### config.mk
export PLATFORM = sky130hd
export DESIGN_NAME = boot_injector
export DESIGN_NICKNAME = d
export VERILOG_FILES = /design/src/rtl/boot_inj_pkg.sv /design/src/rtl/phase_clock.sv /design/src/rtl/inject_seq.sv /design/src/rtl/bus_driver.sv /design/src/rtl/boot_injector.sv
export SDC_FILE = /design/constraint.sdc
export NUM_CORES = 1
export LEC_CHECK = 0
export BUFFER_PORTS_ARGS = -buffer_cell sky130_fd_sc_hd__buf_4
export CAP_MARGIN = 40
export CORE_ASPECT_RATIO = 0.5
export CORE_MARGIN = 2
export CORE_UTILIZATION = 60
export CTS_BUF_LIST = sky130_fd_sc_hd__clkbuf_8
export CTS_CLUSTER_DIAMETER = 100
export DETAILED_ROUTE_END_ITERATION = 7
export GPL_TIMING_DRIVEN = 1
export PLACE_DENSITY = 0.93
export SYNTH_ARGS = -nofsm -noshare
export SYNTH_HDL_FRONTEND = slang
export SYNTH_HIERARCHICAL = 1
export SYNTH_SLANG_ARGS = --single-unit
### constraint.sdc
create_clock -name clk -period 3.4 [get_ports clk]
set_clock_uncertainty 0.15 [all_clocks]
set_input_delay 0.68 -clock clk [delete_from_list [all_inputs] [get_ports clk]]
set_output_delay 0.68 -clock clk [all_outputs]
set_load 0.02 [all_outputs]
### src/rtl/boot_inj_pkg.sv
// Package boot_inj_pkg: shared sequencer states, injected opcodes and
// the I/O page test. Assumes a 16-bit address space with one I/O page.
package boot_inj_pkg;
    typedef enum logic [2:0] {
        ST_PWR_RST,   // CPU held in reset after power-up
        ST_WAKE,      // CPU reset sequence, ends with vector fetch
        ST_INJECT,    // load-immediate / store-absolute pair
        ST_IDLE_NOP,  // two-cycle filler slot
        ST_HANDOVER,  // final reset with memory released
        ST_RUN        // normal operation
    } boot_state_t;

    localparam logic [7:0] OP_LDA_IMM = 8'hA9;
    localparam logic [7:0] OP_STA_ABS = 8'h8D;
    localparam logic [7:0] OP_NOP     = 8'hEA;
    localparam logic [7:0] IO_PAGE    = 8'hFE;
    localparam int WAKE_LAST   = 6;  // seven wake-up cycles
    localparam int INJECT_LAST = 5;  // six cycles per written record
    localparam int NOP_LAST    = 1;  // two cycles per filler slot

    // True when the address falls in the I/O page
    function automatic logic in_io_page(input logic [15:0] a);
        return a[15:8] == IO_PAGE;
    endfunction
endpackage

### src/rtl/phase_clock.sv
// Module phase_clock: divides clk into the CPU clock. Low for HALF_DIV
// clocks, then high for HALF_DIV clocks. cyc_start pulses in the clock
// whose edge drops phi2, which is where a new CPU bus cycle begins.
// Assumes HALF_DIV >= 1.
module phase_clock #(
    parameter int HALF_DIV = 2
) (
    input  logic clk,
    input  logic rst_n,
    output logic phi2,
    output logic cyc_start
);
    localparam int CW = (HALF_DIV > 1) ? $clog2(HALF_DIV) : 1;
    localparam logic [CW-1:0] CNT_LAST = CW'(HALF_DIV - 1);

    logic [CW-1:0] cnt;

    // Count clocks within a phase and toggle phi2 at the end of each phase
    always_ff @(posedge clk) begin
        if (!rst_n) begin
            cnt  <= '0;
            phi2 <= 1'b0;
        end else if (cnt == CNT_LAST) begin
            cnt  <= '0;
            phi2 <= ~phi2;
        end else begin
            cnt <= cnt + 1'b1;
        end
    end

    // Flag the clock that ends the high phase
    assign cyc_start = phi2 && (cnt == CNT_LAST);
endmodule

### src/rtl/inject_seq.sv
// Module inject_seq: steps the boot sequence one CPU cycle at a time.
// It also takes image records at slot boundaries and holds the
// current record. Assumes cyc_start marks each CPU cycle boundary.
module inject_seq
    import boot_inj_pkg::*;
#(
    parameter int RESET_CYCLES = 3
) (
    input  logic          clk,
    input  logic          rst_n,
    input  logic          cyc_start,
    input  logic          rec_valid,
    input  logic [15:0]   rec_addr,
    input  logic [7:0]    rec_data,
    input  logic          rec_last,
    output logic          rec_ready,
    output boot_state_t   state,
    output logic [$clog2((RESET_CYCLES > 8) ? RESET_CYCLES : 8)-1:0] step,
    output logic [15:0]   hold_addr,
    output logic [7:0]    hold_data
);
    localparam int SW = $clog2((RESET_CYCLES > 8) ? RESET_CYCLES : 8);
    localparam logic [SW-1:0] RST_LAST = SW'(RESET_CYCLES - 1);

    logic pend_last;
    logic slot_end;

    // A slot ends after the vector fetch, a store write or a filler slot
    always_comb begin
        slot_end = ((state == ST_WAKE)     && (int'(step) == WAKE_LAST))   ||
                   ((state == ST_INJECT)   && (int'(step) == INJECT_LAST)) ||
                   ((state == ST_IDLE_NOP) && (int'(step) == NOP_LAST));
    end

    // Take a record only at a slot boundary and never after the last one
    assign rec_ready = cyc_start && slot_end && !pend_last;

    // Advance the state and step at each CPU cycle boundary
    always_ff @(posedge clk) begin
        if (!rst_n) begin
            state     <= ST_PWR_RST;
            step      <= '0;
            pend_last <= 1'b0;
            hold_addr <= '0;
            hold_data <= '0;
        end else if (cyc_start) begin
            if (slot_end) begin
                step <= '0;
                if (pend_last) begin
                    state <= ST_HANDOVER;
                end else if (rec_valid) begin
                    hold_addr <= rec_addr;
                    hold_data <= rec_data;
                    pend_last <= rec_last;
                    state     <= in_io_page(rec_addr) ? ST_IDLE_NOP : ST_INJECT;
                end else begin
                    state <= ST_IDLE_NOP;
                end
            end else begin
                unique case (state)
                    ST_PWR_RST: begin
                        if (step == RST_LAST) begin
                            state <= ST_WAKE;
                            step  <= '0;
                        end else begin
                            step <= step + 1'b1;
                        end
                    end
                    ST_HANDOVER: begin
                        if (step == RST_LAST) begin
                            state <= ST_RUN;
                            step  <= '0;
                        end else begin
                            step <= step + 1'b1;
                        end
                    end
                    ST_RUN:  step <= '0;
                    default: step <= step + 1'b1;
                endcase
            end
        end
    end
endmodule

### src/rtl/bus_driver.sv
// Module bus_driver: decodes the sequencer position into the byte on
// the data bus, its enable, memory-disable and CPU reset. The logic is
// purely combinational from registers that change only at cycle starts.
module bus_driver
    import boot_inj_pkg::*;
#(
    parameter int          SW           = 3,
    parameter logic [15:0] ENTRY_VECTOR = 16'h0200
) (
    input  boot_state_t   state,
    input  logic [SW-1:0] step,
    input  logic [15:0]   hold_addr,
    input  logic [7:0]    hold_data,
    output logic [7:0]    bus_dout,
    output logic          bus_oe,
    output logic          mem_dis,
    output logic          res_n,
    output logic          done
);
    // Select the injected byte for this cycle
    always_comb begin
        bus_dout = OP_NOP;
        if (state == ST_WAKE) begin
            if (int'(step) == 5)      bus_dout = ENTRY_VECTOR[7:0];
            else if (int'(step) == 6) bus_dout = ENTRY_VECTOR[15:8];
        end else if (state == ST_INJECT) begin
            case (int'(step))
                0:       bus_dout = OP_LDA_IMM;
                1:       bus_dout = hold_data;
                2:       bus_dout = OP_STA_ABS;
                3:       bus_dout = hold_addr[7:0];
                4:       bus_dout = hold_addr[15:8];
                default: bus_dout = OP_NOP;
            endcase
        end
    end

    // Own the bus in every boot cycle except the store's write cycle
    always_comb begin
        unique case (state)
            ST_PWR_RST, ST_WAKE, ST_IDLE_NOP: bus_oe = 1'b1;
            ST_INJECT:                        bus_oe = int'(step) != INJECT_LAST;
            default:                          bus_oe = 1'b0;
        endcase
        mem_dis = bus_oe;
        res_n   = !((state == ST_PWR_RST) || (state == ST_HANDOVER));
        done    = state == ST_RUN;
    end
endmodule

### src/rtl/boot_injector.sv
// Module boot_injector: top level of the ROM-less boot loader. It makes
// the CPU clock and feeds injected instructions until the last image
// record has been written, then resets the CPU onto its own RAM.
// Assumes the data bus is built from bus_dout/bus_oe by the surroundings.
module boot_injector
    import boot_inj_pkg::*;
#(
    parameter int          CLK_HALF_DIV = 2,
    parameter int          RESET_CYCLES = 3,
    parameter logic [15:0] ENTRY_VECTOR = 16'h0200
) (
    input  logic        clk,
    input  logic        rst_n,
    input  logic        rec_valid,
    output logic        rec_ready,
    input  logic [15:0] rec_addr,
    input  logic [7:0]  rec_data,
    input  logic        rec_last,
    output logic        cpu_phi2,
    output logic        cpu_res_n,
    output logic        cpu_irq_n,
    output logic        cpu_nmi_n,
    input  logic        cpu_rwb,
    output logic [7:0]  bus_dout,
    output logic        bus_oe,
    output logic        mem_dis,
    output logic        ram_we_n,
    output logic        done
);
    localparam int SW = $clog2((RESET_CYCLES > 8) ? RESET_CYCLES : 8);

    logic          cyc_start;
    boot_state_t   state;
    logic [SW-1:0] step;
    logic [15:0]   hold_addr;
    logic [7:0]    hold_data;

    phase_clock #(.HALF_DIV(CLK_HALF_DIV)) i_clkgen (
        .clk       (clk),
        .rst_n     (rst_n),
        .phi2      (cpu_phi2),
        .cyc_start (cyc_start)
    );

    inject_seq #(.RESET_CYCLES(RESET_CYCLES)) i_seq (
        .clk       (clk),
        .rst_n     (rst_n),
        .cyc_start (cyc_start),
        .rec_valid (rec_valid),
        .rec_addr  (rec_addr),
        .rec_data  (rec_data),
        .rec_last  (rec_last),
        .rec_ready (rec_ready),
        .state     (state),
        .step      (step),
        .hold_addr (hold_addr),
        .hold_data (hold_data)
    );

    bus_driver #(.SW(SW), .ENTRY_VECTOR(ENTRY_VECTOR)) i_drv (
        .state     (state),
        .step      (step),
        .hold_addr (hold_addr),
        .hold_data (hold_data),
        .bus_dout  (bus_dout),
        .bus_oe    (bus_oe),
        .mem_dis   (mem_dis),
        .res_n     (cpu_res_n),
        .done      (done)
    );

    // Qualify CPU writes with the clock-high phase and released memory
    assign ram_we_n  = !(cpu_phi2 && !cpu_rwb && !mem_dis && !bus_oe);
    // Interrupts are never raised by the loader
    assign cpu_irq_n = 1'b1;
    assign cpu_nmi_n = 1'b1;
endmodule

# Yosys cells after proc, flatten, opt, wreduce, memory -nomap -nowiden
# Index checks and enable logic that the tools add are counted.
# W data, S select, Z words.
# totals
register_bits	33
# classes
reduce_logical	26
bitwise	3
addsub	2
mux	18
eq_ne	16
# op_table
op	count
$pmux W8 S5	1
$mux W8	4
$mux W3	7
$eq A3 B2 Y1 const B	6
$eq A3 B3 Y1 const B	4
$pmux W3 S2	2
$logic_and A1 B1 Y1	9
$ne A3 B3 Y1 const B	3
$eq A8 B8 Y1 const B	1
$reduce_and A4 Y1	2
$eq A3 B1 Y1 const B	2
$logic_not A3 Y1	2
$logic_not A1 Y1	5
$reduce_or A2 Y1	2
$add A3 B1 Y3 const B	1
$logic_or A1 B1 Y1	3
$mux W1	3
$not A1 Y1	3
$reduce_bool A3 Y1	1
$reduce_or A3 Y1	1
$pmux W1 S2	1
$reduce_and A2 Y1	1
$add A1 B1 Y1 const B	1

# Logic depth before layout (Yosys ltp)
# logic_depth
word_depth	7
depth_mapped	8
mapped_depth_nobuf	6

# Cells and area by module
# Netlist, hierarchy kept.
# modules_own_cells
mod	seq_area_each_um2	cells_per_inst	area_each_um2	n_inst
inject_seq	620.6	162	1451.4	1
bus_driver	0.0	52	400.4	1
phase_clock	40.0	6	71.3	1
boot_injector	0.0	4	28.8	1

# Worst setup path before layout
# Ideal clock, no wire load.
# synth_path
path_kind	register -> output
from	reg i_clkgen.phi2
to	out rec_ready
t_arrival_ns	1.977
required_ns	2.570
stages_incl_launch_ff	8
setup_slack_ns	0.593
cell_sequence	dfxtp_1 and2_2 buf_2 clkinv_1 or4_4 buf_6 and2_1 nor2_1
# synth_between
elab_chain_cells	3
# synth_rtl
item	line_no	source
start: declaration	phase_clock.sv:10	output logic phi2,
start signal: assignment	phase_clock.sv:25	phi2 <= ~phi2;
$logic_and A1 B1 Y1	phase_clock.sv:32	assign cyc_start = phi2 && (cnt == CNT_LAST);
via cyc_start	boot_injector.sv:32	logic cyc_start;
$logic_and A1 B1 Y1 (2 in a row)	inject_seq.sv:36	assign rec_ready = cyc_start && slot_end && !pend_last;
end: declaration	boot_injector.sv:15	output logic rec_ready,
# The timed path passes the listed nets, and every way through them passes these cells.

# Worst setup path after layout
# layout_path
from	reg i_seq/step[2] (netlist bit)
to	out rec_ready
# layout_between
elab_chain_cells	6
# layout_rtl
item	line_no	source
start: declaration	inject_seq.sv:18	output logic [$clog2((RESET_CYCLES > 8) ? RESET_CYCLES : 8)-1:0] step,
start signal: assignment	inject_seq.sv:66	step <= step + 1'b1;
start signal: assignment	inject_seq.sv:74	step <= step + 1'b1;
start signal: assignment	inject_seq.sv:78	default: step <= step + 1'b1;
$eq A3 B2 Y1 or $eq A3 B3 Y1 (tied branches)	inject_seq.sv:30, inject_seq.sv:31	
$logic_and A1 B1 Y1 (on tied branches)	inject_seq.sv:30, inject_seq.sv:31	
$logic_or A1 B1 Y1	inject_seq.sv:30	slot_end = ((state == ST_WAKE) && (int'(step) == WAKE_LAST)) ||
$logic_or A1 B1 Y1 (*)	inject_seq.sv:31	((state == ST_INJECT) && (int'(step) == INJECT_LAST)) ||
$logic_and A1 B1 Y1 (*) (2 in a row)	inject_seq.sv:36	
# Mark *: on every way between the ends. The rest lies on a longest branch, timed or not.

==> results.yml <==
global_route:
  groute.usage.overall_pct: 24.1
  grt_antenna_before_repair: 0
  grt_overflow_total: 0
  grt_max_degree: 56
  grt_pass1_wl_um: 6970
  grt_pass1_vias: 1555
clock_network:
  root_buffer: "clkbuf_8"
  cts_tree: "built"
  clk_latency_ns: 0.28
  cts_buffer_depth: 2
  ctsHoldBuffers: 0
  cts.sinks: 33
  cts_setup_buffers: 0
  path_clk_slew_ns: 0.07
  cts_buffers: 5
  cts_resized: 0
  h-tree-depth: 2
worst_setup_path:
  timing.rr.end: "i_seq/hold_data[7]"
  path_max_fanout: 20
  cp.arrival_ns: 2.26
  startpoint: "i_seq/step[2]"
  r2r_setup_slack_ns: 0.84
  reg2reg_from: "i_seq/step[2]"
  required_ns: 2.57
  critPathKind: "reg -> out"
  reg2reg_depth: 5
  cp-start-kind: "flop"
  cp-end-kind: "output port"
placement:
  place_inst: 290
  dp_hpwl_um: 3010
  gp_congestion: 0.795
  io_buffers: 43
  preCtsSetupSlack_ns: 0.672
timing:
  worst_pin_slew_ns: 0.724
  fin_ws_ns: 0.314
  grt_setup_unrepaired: "no"
  hold_viol: 0
  slew_viol_final: 0
  setup-violations-final: 0
  post-route-min-period_ns: 3.09
  period_share_pct: 90.8
  setup_tns_ns: 0
  max_freq_ghz: 0.324
  slew-limit-headroom_pct: 51.1
hold_path:
  holdPathEnd: "i_seq/hold_addr[6]"
  worstHoldPathType: "reg -> reg"
  hp-start: "i_seq/hold_addr[6]"
  holdPathStages: 2
synth:
  synth-seq-cells: 33
  yosys.area_share.adder_pct: 1.92
  synth_async_sr_flop_share_pct: 0
  ys_types: 55
  netlist_instances: 224
  synth_xor_area_share_pct: 2.24
  synth_warnings: 6
  yosysTopAreaCellShare_pct: 33.8
  post_synth_mux_area_share_pct: 16.6
  ys.flop_type: "dfxtp_1"
  yosysSeqAreaShare_pct: 33.8
  netlist_area_um2: 1950
  synthTopCellsByArea: "dfxtp_1, mux2i_1, nand2_1, a22oi_1, buf_4"
  postSynthAreaPerCell_um2: 8.71
  synth-compound-area-share_pct: 12.6
  synth.largest_area_cell: "dfxtp_1"
  synth_top_family_by_area: "simple AND/OR/NAND/NOR gates"
  synthSimpleGateAreaFrac_pct: 23.3
  synth_edf_count: 0
route:
  ant_nets: 0
  drt-total-wl_um: 4440
  wl_per_cell_um: 15.0
  via_per_inst: 5.67
  via_count: 1683
  drtPass1Iterations: 6
  drc: 0
  dr.first_iter.drc_count: 97
cells_and_area:
  drive_above_1_share_pct: 24.1
  stdcell_count: 297
  regArea_um2: 661
  antenna_cells: 0
  fillers: 205
  layout.nets: 289
  postLayoutCoreUtil_pct: 75.1
  multi_input_area_um2: 1110
  area_growth_pct: 17.2
power_and_ir_drop:
  power_w: 0.000830
  power.leakage_nw: 0.939
  ir_worst_vdd_v: 0.000239
  powerDensity_nw_per_um2: 363
floorplan:
  initial_utilization_pct: 64.0
  die_width_um: 84.7
  die_y_um: 44.3
  core_area_um2: 3050
  die_area_um2: 3750
  row_count: 14
  top_level_ports: 46
status:
  status: "complete, no violations"
job:
  cap_violations: 0
-- cell type report --
| type | count | share of cell area (%) |
|---|---|---|
| Multi-Input combinational cell | 166 | 48.7 |
| Sequential cell | 33 | 28.9 |
| Timing Repair Buffer | 45 | 14.8 |
| Clock buffer | 5 | 3.01 |
| Tap cell | 40 | 2.19 |
| Clock inverter | 2 | 1.53 |
| Inverter | 6 | 0.984 |
-- how the worst max path moves through the flow --
| stage | to | slack, ns | cells after the start |
|---|---|---|---|
| finish | rec_ready | 0.31 | 5 |
| global route | rec_ready | 0.17 | 6 |
| CTS | rec_ready | 0.36 | 5 |
| detailed placement | rec_ready | 0.67 | 5 |
| global placement | rec_ready | 0.75 | 6 |
| floorplan | rec_ready | 0.59 | 7 |
-- critical path, stage by stage, from the launching register on --
cell	delay, ns
dfxtp_1	0.74
xnor2_1	0.23
or4_4	0.57
and2_1	0.19
nor2_1	0.09
buf_4	0.15
-- synth_stat cells (2+ instances only) --
| cell type | n |
|---|---|
| mux2_1 | 2 |
| a21oi_1 | 7 |
| nor2b_1 | 3 |
| o211a_1 | 3 |
| buf_2 | 2 |
| nor2_1 | 9 |
| a21o_1 | 2 |
| nand2_1 | 54 |
| o22ai_1 | 2 |
| and2b_1 | 2 |
| nand2b_1 | 3 |
| xor2_1 | 3 |
| clkbuf_1 | 7 |
| buf_6 | 2 |
| nand3b_1 | 2 |
| xnor2_1 | 2 |
| nor3b_1 | 2 |
| a22oi_1 | 7 |
| dfxtp_1 | 33 |
| mux2_4 | 2 |
| mux2i_1 | 26 |
| buf_4 | 6 |
| buf_12 | 2 |
| o21a_1 | 2 |
| ha_1 | 3 |
| and2_1 | 3 |
| inv_1 | 5 |
-- cells by family (layout without fill, tap and decap cells) --
logic type	Yosys count	count (layout)
simple gates	92	92
mux	31	31
flops	33	33
fa+ha+maj	3	3
other cells	1	2
compound gates	33	33
xor+xnor	5	5
buf+inv	26	58
-- per-stage QoR --
stage                     instance area, um2  hold WS, ns
final                                   2290        0.311
after global routing                    2290        0.325
after CTS                               2290        0.310
after detailed placement                2180        0.299
after global placement                  2180        0.292
after floorplan                         1960        0.280
-- cell usage in the layout, fill, tap and decap left out, types with 2 or more instances in the layout --
master    count
nand2_1      54
buf_4        45
dfxtp_1      33
mux2i_1      26
nor2_1        9
a22oi_1       7
a21oi_1       7
clkbuf_8      5
inv_1         5
xor2_1        3
and2_1        3
nor2b_1       3
o211a_1       3
nand2b_1      3
ha_1          3
conb_1        2
and2b_1       2
mux2_4        2
mux2_1        2
o22ai_1       2
o21a_1        2
nor3b_1       2
xnor2_1       2
nand3b_1      2
a21o_1        2
-- power breakdown --
part	switching, W	leakage (nW)	internal [W]
Clock	0.000141	0.0540	0.000213
Sequential	0.00000623	0.266	0.000390
Combinational	0.0000403	0.618	0.0000387
-- metal layers --
| metal | up-vias | part of all wire (%) | global-route usage (%) |
|---|---|---|---|
| met5 | - | 0 | 0 |
| met4 | 0 | 2.0 | 10.8 |
| met3 | 12 | 5.0 | 7.09 |
| met2 | 55 | 49 | 40.0 |
| met1 | 796 | 44 | 29.9 |
| li1 | 820 | - | - |
-- flip-flops by register name, summed over array words and instances (netlist names) --
register and count:
i_seq/hold_data 8, i_seq/pend_last 1, i_clkgen/phi2 1, i_clkgen/cnt 1
i_seq/state 3, i_seq/hold_addr 16, i_seq/step 3
Note: power is estimated with default switching activity, not from simulation.
